===== src/rtl/irq_distrib_pkg.sv =====
package irq_distrib_pkg;
  localparam int PRIO_W    = 5;
  localparam int PRIV_IDS  = 32;
  localparam int SOFT_IDS  = 16;
  localparam int REG_DW    = 8;

  typedef enum logic [2:0] {
    F_CTRL  = 3'd0,
    F_SETEN = 3'd1,
    F_CLREN = 3'd2,
    F_PRIO  = 3'd3,
    F_TRIG  = 3'd4,
    F_GROUP = 3'd5,
    F_ROUTE = 3'd6,
    F_MASK  = 3'd7
  } reg_field_e;
endpackage


===== src/rtl/irq_src.sv =====
module irq_src (
  input  logic clk,
  input  logic rst_n,
  input  logic line,
  input  logic is_edge,
  input  logic set_sw,
  input  logic clr,
  output logic pending
);
  logic line_q;
  logic latch_q;
  logic rise;

  assign rise = line & ~line_q & is_edge;

  always_ff @(posedge clk or negedge rst_n) begin
    if (!rst_n) begin
      line_q  <= 1'b0;
      latch_q <= 1'b0;
    end else begin
      line_q  <= line;
      latch_q <= (latch_q & ~clr) | rise | set_sw;
    end
  end

  assign pending = is_edge ? latch_q : line_q;

  // a latched edge event persists until acknowledged
  p_hold_r3: assert property (@(posedge clk) disable iff (!rst_n)
    (is_edge && pending && !clr) |=> (pending || !is_edge));
endmodule


===== src/rtl/irq_arbiter.sv =====
module irq_arbiter #(
  parameter int N  = 48,
  parameter int PW = 5,
  parameter int IW = 6
) (
  input  logic            clk,
  input  logic            rst_n,
  input  logic [N-1:0]    cand,
  input  logic [N-1:0]    grp,
  input  logic [N*PW-1:0] prio_flat,
  output logic            valid,
  output logic [IW-1:0]   id,
  output logic [PW-1:0]   prio,
  output logic            win_grp
);
  always_comb begin
    valid   = 1'b0;
    id      = '0;
    prio    = '0;
    win_grp = 1'b0;
    for (int i = 0; i < N; i++) begin
      if (cand[i] && (!valid || prio_flat[i*PW +: PW] < prio)) begin
        valid   = 1'b1;
        id      = IW'(i);
        prio    = prio_flat[i*PW +: PW];
        win_grp = grp[i];
      end
    end
  end

  p_any_r5: assert property (@(posedge clk) disable iff (!rst_n)
    (|cand) |-> valid);

  for (genvar g = 0; g < N; g++) begin : g_chk
    // no candidate beats the winner; ties go to the lower ID
    p_min_r5: assert property (@(posedge clk) disable iff (!rst_n)
      cand[g] |-> (valid && (prio < prio_flat[g*PW +: PW] ||
                   (prio == prio_flat[g*PW +: PW] && id <= IW'(g)))));
  end
endmodule


===== src/rtl/irq_distrib.sv =====
module irq_distrib
  import irq_distrib_pkg::*;
#(
  parameter int NUM_CORES = 2,
  parameter int NUM_SPI   = 16,
  localparam int NTOT     = PRIV_IDS + NUM_SPI,
  localparam int ID_W     = $clog2(NTOT),
  localparam int CORE_W   = $clog2(NUM_CORES)
) (
  input  logic                        clk,
  input  logic                        rst_n,
  input  logic [NUM_SPI-1:0]          spi_lines,
  input  logic [NUM_CORES*16-1:0]     ppi_lines,
  input  logic [NUM_CORES-1:0]        sgi_valid,
  input  logic [NUM_CORES*4-1:0]      sgi_id,
  input  logic [NUM_CORES-1:0]        ack_valid,
  input  logic [NUM_CORES*ID_W-1:0]   ack_id,
  input  logic                        reg_wr,
  input  logic [CORE_W-1:0]           reg_core,
  input  logic [2:0]                  reg_field,
  input  logic [ID_W-1:0]             reg_id,
  input  logic [REG_DW-1:0]           reg_wdata,
  output logic [REG_DW-1:0]           reg_rdata,
  output logic [NUM_CORES-1:0]        irq,
  output logic [NUM_CORES-1:0]        fiq,
  output logic [NUM_CORES-1:0]        best_valid,
  output logic [NUM_CORES*ID_W-1:0]   best_id,
  output logic [NUM_CORES*PRIO_W-1:0] best_prio
);
  localparam int SPI_W = $clog2(NUM_SPI);

  // banked private settings
  logic [PRIV_IDS-1:0] p_en   [NUM_CORES];
  logic [PRIV_IDS-1:0] p_edge [NUM_CORES];
  logic [PRIV_IDS-1:0] p_grp  [NUM_CORES];
  logic [PRIO_W-1:0]   p_prio [NUM_CORES][PRIV_IDS];
  logic [PRIV_IDS-1:0] p_pend [NUM_CORES];
  // shared settings
  logic [NUM_SPI-1:0]  s_en, s_edge, s_grp, s_pend;
  logic [PRIO_W-1:0]   s_prio  [NUM_SPI];
  logic [REG_DW-1:0]   s_route [NUM_SPI];
  logic [REG_DW-1:0]   pmr     [NUM_CORES];
  logic                grp0_en, grp1_en;

  // register decode
  reg_field_e         fsel;
  logic               is_priv, is_spi;
  logic [4:0]         pidx;
  logic [ID_W-1:0]    soff;
  logic [SPI_W-1:0]   sidx;

  assign fsel    = reg_field_e'(reg_field);
  assign is_priv = reg_id < ID_W'(PRIV_IDS);
  assign soff    = reg_id - ID_W'(PRIV_IDS);
  assign is_spi  = !is_priv && (soff < ID_W'(NUM_SPI));
  assign pidx    = reg_id[4:0];
  assign sidx    = soff[SPI_W-1:0];

  always_ff @(posedge clk or negedge rst_n) begin
    if (!rst_n) begin
      grp0_en <= 1'b0;
      grp1_en <= 1'b0;
      for (int c = 0; c < NUM_CORES; c++) begin
        p_en[c]   <= '0;
        p_edge[c] <= '0;
        p_grp[c]  <= '0;
        pmr[c]    <= 8'hFF;
        for (int i = 0; i < PRIV_IDS; i++) p_prio[c][i] <= '0;
      end
      s_en   <= '0;
      s_edge <= '0;
      s_grp  <= '0;
      for (int s = 0; s < NUM_SPI; s++) begin
        s_prio[s]  <= '0;
        s_route[s] <= '0;
      end
    end else if (reg_wr) begin
      case (fsel)
        F_CTRL: begin
          grp0_en <= reg_wdata[0];
          grp1_en <= reg_wdata[1];
        end
        F_SETEN: if (reg_wdata[0]) begin
          if (is_priv)     p_en[reg_core][pidx] <= 1'b1;
          else if (is_spi) s_en[sidx]           <= 1'b1;
        end
        F_CLREN: if (reg_wdata[0]) begin
          if (is_priv)     p_en[reg_core][pidx] <= 1'b0;
          else if (is_spi) s_en[sidx]           <= 1'b0;
        end
        F_PRIO: begin
          if (is_priv)     p_prio[reg_core][pidx] <= reg_wdata[PRIO_W-1:0];
          else if (is_spi) s_prio[sidx]           <= reg_wdata[PRIO_W-1:0];
        end
        F_TRIG: begin
          if (is_priv)     p_edge[reg_core][pidx] <= reg_wdata[0];
          else if (is_spi) s_edge[sidx]           <= reg_wdata[0];
        end
        F_GROUP: begin
          if (is_priv)     p_grp[reg_core][pidx] <= reg_wdata[0];
          else if (is_spi) s_grp[sidx]           <= reg_wdata[0];
        end
        F_ROUTE: if (is_spi) s_route[sidx] <= reg_wdata;
        F_MASK:  pmr[reg_core] <= reg_wdata;
        default: ;
      endcase
    end
  end

  always_comb begin
    reg_rdata = '0;
    case (fsel)
      F_CTRL: reg_rdata = {5'b0, 1'b1, grp1_en, grp0_en};
      F_SETEN, F_CLREN:
        reg_rdata[0] = is_priv ? p_en[reg_core][pidx] : (is_spi & s_en[sidx]);
      F_PRIO:
        if (is_priv)     reg_rdata[PRIO_W-1:0] = p_prio[reg_core][pidx];
        else if (is_spi) reg_rdata[PRIO_W-1:0] = s_prio[sidx];
      F_TRIG:
        reg_rdata[0] = is_priv ? p_edge[reg_core][pidx] : (is_spi & s_edge[sidx]);
      F_GROUP:
        reg_rdata[0] = is_priv ? p_grp[reg_core][pidx] : (is_spi & s_grp[sidx]);
      F_ROUTE: if (is_spi) reg_rdata = s_route[sidx];
      F_MASK:  reg_rdata = pmr[reg_core];
      default: ;
    endcase
  end

  // pending sources: banked private, then shared
  for (genvar c = 0; c < NUM_CORES; c++) begin : g_core_src
    for (genvar i = 0; i < PRIV_IDS; i++) begin : g_priv
      logic ln, edg, sw, clr;
      if (i < SOFT_IDS) begin : g_soft
        assign ln  = 1'b0;
        assign edg = 1'b1;
        assign sw  = sgi_valid[c] && (sgi_id[c*4 +: 4] == 4'(i));
      end else begin : g_ppi
        assign ln  = ppi_lines[c*16 + i - SOFT_IDS];
        assign edg = p_edge[c][i];
        assign sw  = 1'b0;
      end
      assign clr = ack_valid[c] && (ack_id[c*ID_W +: ID_W] == ID_W'(i));
      irq_src u_src (.clk(clk), .rst_n(rst_n), .line(ln), .is_edge(edg),
                     .set_sw(sw), .clr(clr), .pending(p_pend[c][i]));
    end
  end

  for (genvar s = 0; s < NUM_SPI; s++) begin : g_spi_src
    logic clr;
    always_comb begin
      clr = 1'b0;
      for (int c = 0; c < NUM_CORES; c++)
        if (ack_valid[c] && ack_id[c*ID_W +: ID_W] == ID_W'(PRIV_IDS + s) &&
            s_route[s] == REG_DW'(c))
          clr = 1'b1;
    end
    irq_src u_src (.clk(clk), .rst_n(rst_n), .line(spi_lines[s]), .is_edge(s_edge[s]),
                   .set_sw(1'b0), .clr(clr), .pending(s_pend[s]));
  end

  // per-core candidate filtering and arbitration
  for (genvar c = 0; c < NUM_CORES; c++) begin : g_core
    logic [NTOT-1:0]        cand, grpv;
    logic [NTOT*PRIO_W-1:0] pf;
    logic                   wgrp;

    always_comb begin
      for (int i = 0; i < PRIV_IDS; i++) begin
        grpv[i]               = p_grp[c][i];
        pf[i*PRIO_W +: PRIO_W] = p_prio[c][i];
        cand[i] = p_pend[c][i] && p_en[c][i] &&
                  (p_grp[c][i] ? grp1_en : grp0_en) &&
                  ({3'b0, p_prio[c][i]} < pmr[c]);
      end
      for (int s = 0; s < NUM_SPI; s++) begin
        grpv[PRIV_IDS+s]                    = s_grp[s];
        pf[(PRIV_IDS+s)*PRIO_W +: PRIO_W]   = s_prio[s];
        cand[PRIV_IDS+s] = s_pend[s] && s_en[s] && (s_route[s] == REG_DW'(c)) &&
                           (s_grp[s] ? grp1_en : grp0_en) &&
                           ({3'b0, s_prio[s]} < pmr[c]);
      end
    end

    irq_arbiter #(.N(NTOT), .PW(PRIO_W), .IW(ID_W)) u_arb (
      .clk(clk), .rst_n(rst_n), .cand(cand), .grp(grpv), .prio_flat(pf),
      .valid(best_valid[c]), .id(best_id[c*ID_W +: ID_W]),
      .prio(best_prio[c*PRIO_W +: PRIO_W]), .win_grp(wgrp));

    assign irq[c] = best_valid[c] &  wgrp;
    assign fiq[c] = best_valid[c] & ~wgrp;

    p_excl_r8: assert property (@(posedge clk) disable iff (!rst_n)
      !(irq[c] && fiq[c]));
    p_mask_r6: assert property (@(posedge clk) disable iff (!rst_n)
      (irq[c] || fiq[c]) |-> ({3'b0, best_prio[c*PRIO_W +: PRIO_W]} < pmr[c]));
    p_grp1_gate_r7: assert property (@(posedge clk) disable iff (!rst_n)
      irq[c] |-> grp1_en);
    p_grp0_gate_r7: assert property (@(posedge clk) disable iff (!rst_n)
      fiq[c] |-> grp0_en);
  end
endmodule


===== config.mk =====
export PLATFORM = sky130hd
export DESIGN_NAME = irq_distrib
export DESIGN_NICKNAME = d
export VERILOG_FILES = /design/src/rtl/irq_distrib_pkg.sv /design/src/rtl/irq_src.sv /design/src/rtl/irq_arbiter.sv /design/src/rtl/irq_distrib.sv
export SDC_FILE = /design/constraint.sdc
export NUM_CORES = 2
export LEC_CHECK = 0
export CORE_MARGIN = 2
export CORE_UTILIZATION = 25
export CTS_CLUSTER_SIZE = 14
export DETAILED_ROUTE_END_ITERATION = 10
export HOLD_SLACK_MARGIN = 0.1
export PLACE_DENSITY = 0.47
export SLEW_MARGIN = 20
export SYNTH_ARGS = -nofsm -noshare
export SYNTH_HDL_FRONTEND = slang
export SYNTH_SLANG_ARGS = --single-unit

===== constraint.sdc =====
create_clock -name clk -period 122.4 [get_ports clk]
set_input_delay 24.48 -clock clk [delete_from_list [all_inputs] [get_ports clk]]
set_output_delay 24.48 -clock clk [all_outputs]
set_load 0.005 [all_outputs]

==> Yosys cells after proc, flatten, opt, wreduce, memory -nomap -nowiden <==
Cells that the tools add are included.
W data, S select, Z words.
{ "word_totals": {"regBits": 914, "in_bits": 93, "out_inout_bits": 36, "word_cells": 2408} }
{ "op_classes": {"add_sub_neg": 1, "order_cmp": 202, "eq_ne": 155, "mux": 623, "bitwise": 403, "n_reduce_logical": 787} }
{ "op_table": {"columns": ["cell", "count"], "rows": [
  ["$lt A5 B8 Y1", 96],
  ["$mux W5", 136],
  ["$mux W160", 4],
  ["$logic_and A1 B1 Y1", 564],
  ["$lt A5 B5 Y1", 94],
  ["$mux W1", 365],
  ["$bwmux W320", 1],
  ["$mux W32", 10],
  ["$mux W64", 4],
  ["$eq A6 B5 Y1 const B", 32],
  ["$eq A6 B6 Y1 const B", 32],
  ["$mux W6", 32],
  ["$and A1 B1 Y1", 183],
  ["$demux W160 S1", 1],
  ["$not A1 Y1", 131],
  ["$bwmux W128", 1],
  ["$bwmux W64", 2],
  ["$eq A8 B1 Y1 const B", 16],
  ["$logic_not A8 Y1", 16],
  ["$pmux W64 S2", 1],
  ["$eq A6 B4 Y1 const B", 16],
  ["$mux W16", 6],
  ["$logic_not A1 Y1", 95],
  ["$logic_or A1 B1 Y1", 94],
  ["66 further kinds", 239]
]} }

==> Longest topological paths before layout <==
{ "logic_depth": {"depth_word": 194, "depth_mapped": 459, "ltp_nobuf": 433} }

==> Hierarchy <==
A second synthesis with hierarchy kept.
{ "hier_totals": {"cells_unflattened": 8956, "area_unflattened_um2": 83751.6} }
{ "modules_own_cells": {"columns": ["module", "instances", "cells_each", "area_per_inst_um2", "seq_area_each_um2"], "rows": [
  ["irq_distrib", 1, 4184, 48865.6, 19688.9],
  ["irq_arbiter", 2, 2106, 14039.7, 0.0],
  ["irq_src", 80, 7, 85.1, 50.0]
]} }

==> Worst setup path after synthesis <==
OpenSTA, ideal clock, no wires.
{ "synth_path": {"path_type": "flip-flop to output port", "from": "register pmr[11] (netlist name)", "to": "output best_prio[0]", "t_arrival_ns": 75.192, "slack_ns": 22.728, "path_stages_with_launch": 429, "n_path_buf": 26, "cell_sequence": "dfstp_2 inv_1 ha_1 a211oi_1 o21ai_1 a211oi_2 buf_4 nand2_1 ha_1 a211oi_1 o21bai_1 a21o_1 a21oi_1 nand2_1 o21ai_0 inv_1 ha_1 a21o_1 [... 393 more ...] nor2b_1 o21ai_0 nand2b_1 a41o_1 a21oi_1 inv_1 o21ai_0 o211a_1 or2b_1 o31ai_2 ha_1 a21o_1 a21o_1 a211oi_1 and3b_1 a211o_2 nor2_1 a21o_1"} }
{ "synth_between": {"elab_chain_len": 191, "word_cells_on_any_way": 379, "classes_between": "95 x order compare; 95 x mux; 189 x reduce/logical"} }
{ "synth_lines": {"columns": ["element", "line_no", "text"], "rows": [
  ["from (decl)", "irq_distrib.sv:42", "logic [REG_DW-1:0] pmr [NUM_CORES];"],
  ["from (signal, indexed assignment)", "irq_distrib.sv:104", "F_MASK: pmr[reg_core] <= reg_wdata;"],
  ["$lt A5 B8 Y1", "irq_distrib.sv:173", "({3'b0, p_prio[c][i]} < pmr[c]);"],
  ["$logic_and A1 B1 Y1", "irq_distrib.sv:172", "(p_grp[c][i] ? grp1_en : grp0_en) &&"],
  ["$mux W5 / $mux W1 (equally long branches)", "irq_arbiter.sv:22", "if (cand[i] && (!valid || prio_flat[i*PW +: PW] < prio)) begin"],
  ["$lt A5 B5 Y1 / $logic_not A1 Y1 (equally long branches)", "irq_arbiter.sv:22", null],
  ["$logic_or A1 B1 Y1", "irq_arbiter.sv:22", null],
  ["$logic_and A1 B1 Y1", "irq_arbiter.sv:22", null],
  ["$mux W5 / $mux W1 (equally long branches)", "irq_arbiter.sv:22", null],
  ["$lt A5 B5 Y1 / $logic_not A1 Y1 (equally long branches)", "irq_arbiter.sv:22", null],
  ["[... 175 more ...]", null, null],
  ["$lt A5 B5 Y1 / $logic_not A1 Y1 (equally long branches)", "irq_arbiter.sv:22", null],
  ["$logic_or A1 B1 Y1", "irq_arbiter.sv:22", null],
  ["$logic_and A1 B1 Y1", "irq_arbiter.sv:22", null],
  ["$mux W5 / $mux W1 (equally long branches)", "irq_arbiter.sv:22", null],
  ["$lt A5 B5 Y1 / $logic_not A1 Y1 (equally long branches)", "irq_arbiter.sv:22", null],
  ["$logic_or A1 B1 Y1", "irq_arbiter.sv:22", null],
  ["$logic_and A1 B1 Y1", "irq_arbiter.sv:22", null],
  ["$mux W5 (*)", "irq_arbiter.sv:22", null],
  ["to (decl)", "irq_distrib.sv:28", "output logic [NUM_CORES*PRIO_W-1:0] best_prio"]
]} }
Mark *: on every way between the ends. The rest lies on a longest branch, timed or not.

==> Worst setup path in the final report <==
{ "layout_path": {"from": "register pmr[10] (netlist name)", "to": "output best_prio[1]"} }
The elaborated chain is that of the path after synthesis.

==> run summary <==
status - complete, no violations
routed wire length - 373000 um
Critical Path Start - pmr[10]
Pre-antenna DRT Iters - 6
final slew viol count - 0
deepest clock path buffer count - 3
WHS Path Cells - 1
Gate power share - 31.0%
final setup vio count - 0
critical path class - flop to output port
Worst R2R Start - s_route[53]
Worst Skew - 0.0304 ns
unrepaired setup endpoints after global routing - false
Critical Path Source Type - flop
DR WL/cell - 28.5 um
std cell rows - 208
highest routed layer - met5
sequential power share - 32.3%
critical hold path startpoint - g_core_src[0].g_priv[17].u_src.line_q
CP delay by family, top - compound AO/OA/AOI/OAI gates
register area share after synthesis - 28.4%
post-CTS setup buffer count - 0
Met1 Wirelength - 164000 um
ANT nets after route - 0
Routability Congestion - 0.958
Mapped Cells - 8672
Root Buffer Master - clkbuf_16
nets - 9373
met3 WL - 22900 um
DIE AREA - 326000 um2
Die Width - 571 um
Starting DRT DRC Count - 7014
Peak Freq - 8.66 MHz
endpoints failing hold - 0
Power Internal - 650 uW
most frequent cells in the layout - nor2_1 (907), dfrtp_1 (896), nand2_1 (750)
Fin Setup TNS - 0 ns
global route total overflow - 0
met2 wire length - 165000 um
Max-Cap Viols - 0
CTS Sinks - 914
Arr. time, crit path - 90.99 ns
IO buf count - 128
GRT Util Overall - 22.3%
cell area after synthesis - 80500 um2
vias in the first global route - 70300
Detail Placement HPWL - 281000 um
Core Area - 321000 um2
Main synth FF type - dfrtp_1
reg2reg setup slack - 120.27 ns
WP buf/inv - 30
Die Y - 571 um
element type at the critical path end - output port
Switch Pwr - 387 uW
Synth Register Bits - 914
final core utilization - 28.2%
number of flops mapped to enable cells by yosys - 0
first-pass GRT wire length - 533000 um
Critical Path Most Common Cell - ha_1
Crit path largest cell delay - 0.57 ns
commonest non-fill, non-tap cell in the layout - nor2_1
Mapped Nets - 9373
Yosys cell types - 188
CTS H-Tree Depth - 3
Worst Slack Setup Final - 6.93 ns
syn_area_per_cell - 9.28 um2
hold crit path type - flop to flop
Clock Latency Late Sink - 0.83 ns
Reg clk slew, reported paths - 0.07 ns
Clock power frac - 36.8%
CTS tree - done
Synth-to-Final Area Change - 12.5%
period utilisation layout - 94.3%
Synth Warn # - 0
Levels on crit path - 409
crit-path max FO - 14
WP data required - 97.92 ns
Min Clock Period, post-route - 115.47 ns
Power Density - 11.5 nW/um2
share of cells above drive strength 1 - 20.7%
slowest cell on the critical path - a221oi_4
total power - 1.04 mW
worst reg2reg path depth - 4
slew at the pin with the worst max-slew slack - 1.24 ns
Setup Slack @ Placement - 5.53 ns
share of flip-flops with an asynchronous set or reset - 100%
Min Hold Slack - 0.419 ns
I/O pin cnt - 129
initial antenna violation count - 26
Switching Fraction - 37.3%
Initial Util - 25.1%
TritonCTS Buffers - 115
routed vias - 73000
vias per cell - 5.58
LEAKAGE - 38.0 nW
Rel. slew slack - 17.4%
drt drc - 0
largest net degree at the start of global routing - 155
VDD IR max - 0.0137 mV
## layout make-up
cell class | count | area (um2)
inverters | 316 | 1210
well taps | 4305 | 5390
fillers | 33800 | 230000
clock inverters | 48 | 771
repair buffers | 238 | 2190
multi-input cells | 7087 | 54600
flip-flops and latches | 914 | 22900
clock buffers | 165 | 3380
diodes | 16 | 40.0
## power by group through the flow
stage | clock network [mW] | registers, mW | logic (mW)
after floorplan | 0 | 0.328 | 0.192
after global placement | 0 | 0.339 | 0.310
after detailed placement | 0 | 0.339 | 0.314
after CTS | 0.387 | 0.334 | 0.316
after global routing | 0.399 | 0.336 | 0.347
final | 0.382 | 0.335 | 0.321
## metrics by stage
| step | area [um2] | cells |
|---|---|---|
| floorplan | 80500 | 8672 |
| global placement | 86100 | 12900 |
| detailed placement | 86100 | 12900 |
| CTS | 90300 | 13100 |
| global route | 90500 | 13100 |
| finish | 90500 | 13100 |
## timing repair
action	CTS	global route
endpoints found under the hold margin	0	0
hold buffers	0	0
endpoints found under the setup margin	0	13
gates resized for setup	0	23
## worst paths after layout
check	end
setup / recovery	best_prio[1]
hold / removal	g_core_src[0].g_priv[17].u_src.latch_q
setup reg to reg	g_spi_src[9].u_src.latch_q
hold reg to reg	g_core_src[0].g_priv[17].u_src.latch_q
max in group asynchronous	async pin
min in group asynchronous	g_core[0].pf[223]
## metal layers
layer | vias up | global-route usage, %
li1 | 32400 | -
met1 | 37100 | 29.9
met2 | 2868 | 34.7
met3 | 627 | 3.20
met4 | 12 | 11.4
met5 | - | 0
## Yosys cell counts (76+ instances only)
cell,number,area share [%]
nand3_1,146,0.91
mux4_2,232,6.5
nand2_1,752,3.5
o21ai_0,666,4.1
a21oi_1,555,3.5
inv_1,313,1.5
mux2_2,666,9.3
nand2b_1,171,1.3
nor3_1,150,0.93
o211ai_1,89,0.83
ha_1,608,9.5
dfrtp_1,898,28
clkbuf_1,194,0.90
nor2b_1,116,0.90
mux2i_1,246,3.1
or2_2,76,0.59
nor2_1,912,4.3
## sequential cells by signal, summed over array words and instances, names as in the netlist, 32 cells and up, named ones only
name,count
s_route,128
g_core_src.g_priv.u_src.line_q,32
g_core.pf,400
p_edge,32
g_core_src.g_priv.u_src.latch_q,64
g_core.grpv,64
g_core_src.g_priv.edg,32
## cell families (layout without fill, tap and decap cells)
kind of cell    count (synthesis)  after routing  share of synthesized area (%)
flops                         914            914                           28.4
buf+inv                       671            767                           3.96
mux                          1186           1186                           19.6
fa+ha+maj                     646            646                           9.93
xor+xnor                       36             36                          0.392
compound gates               2347           2347                           20.1
simple gates                 2872           2872                           17.6
other cells                     0             16                              0
(Power assumes the default switching activity.)
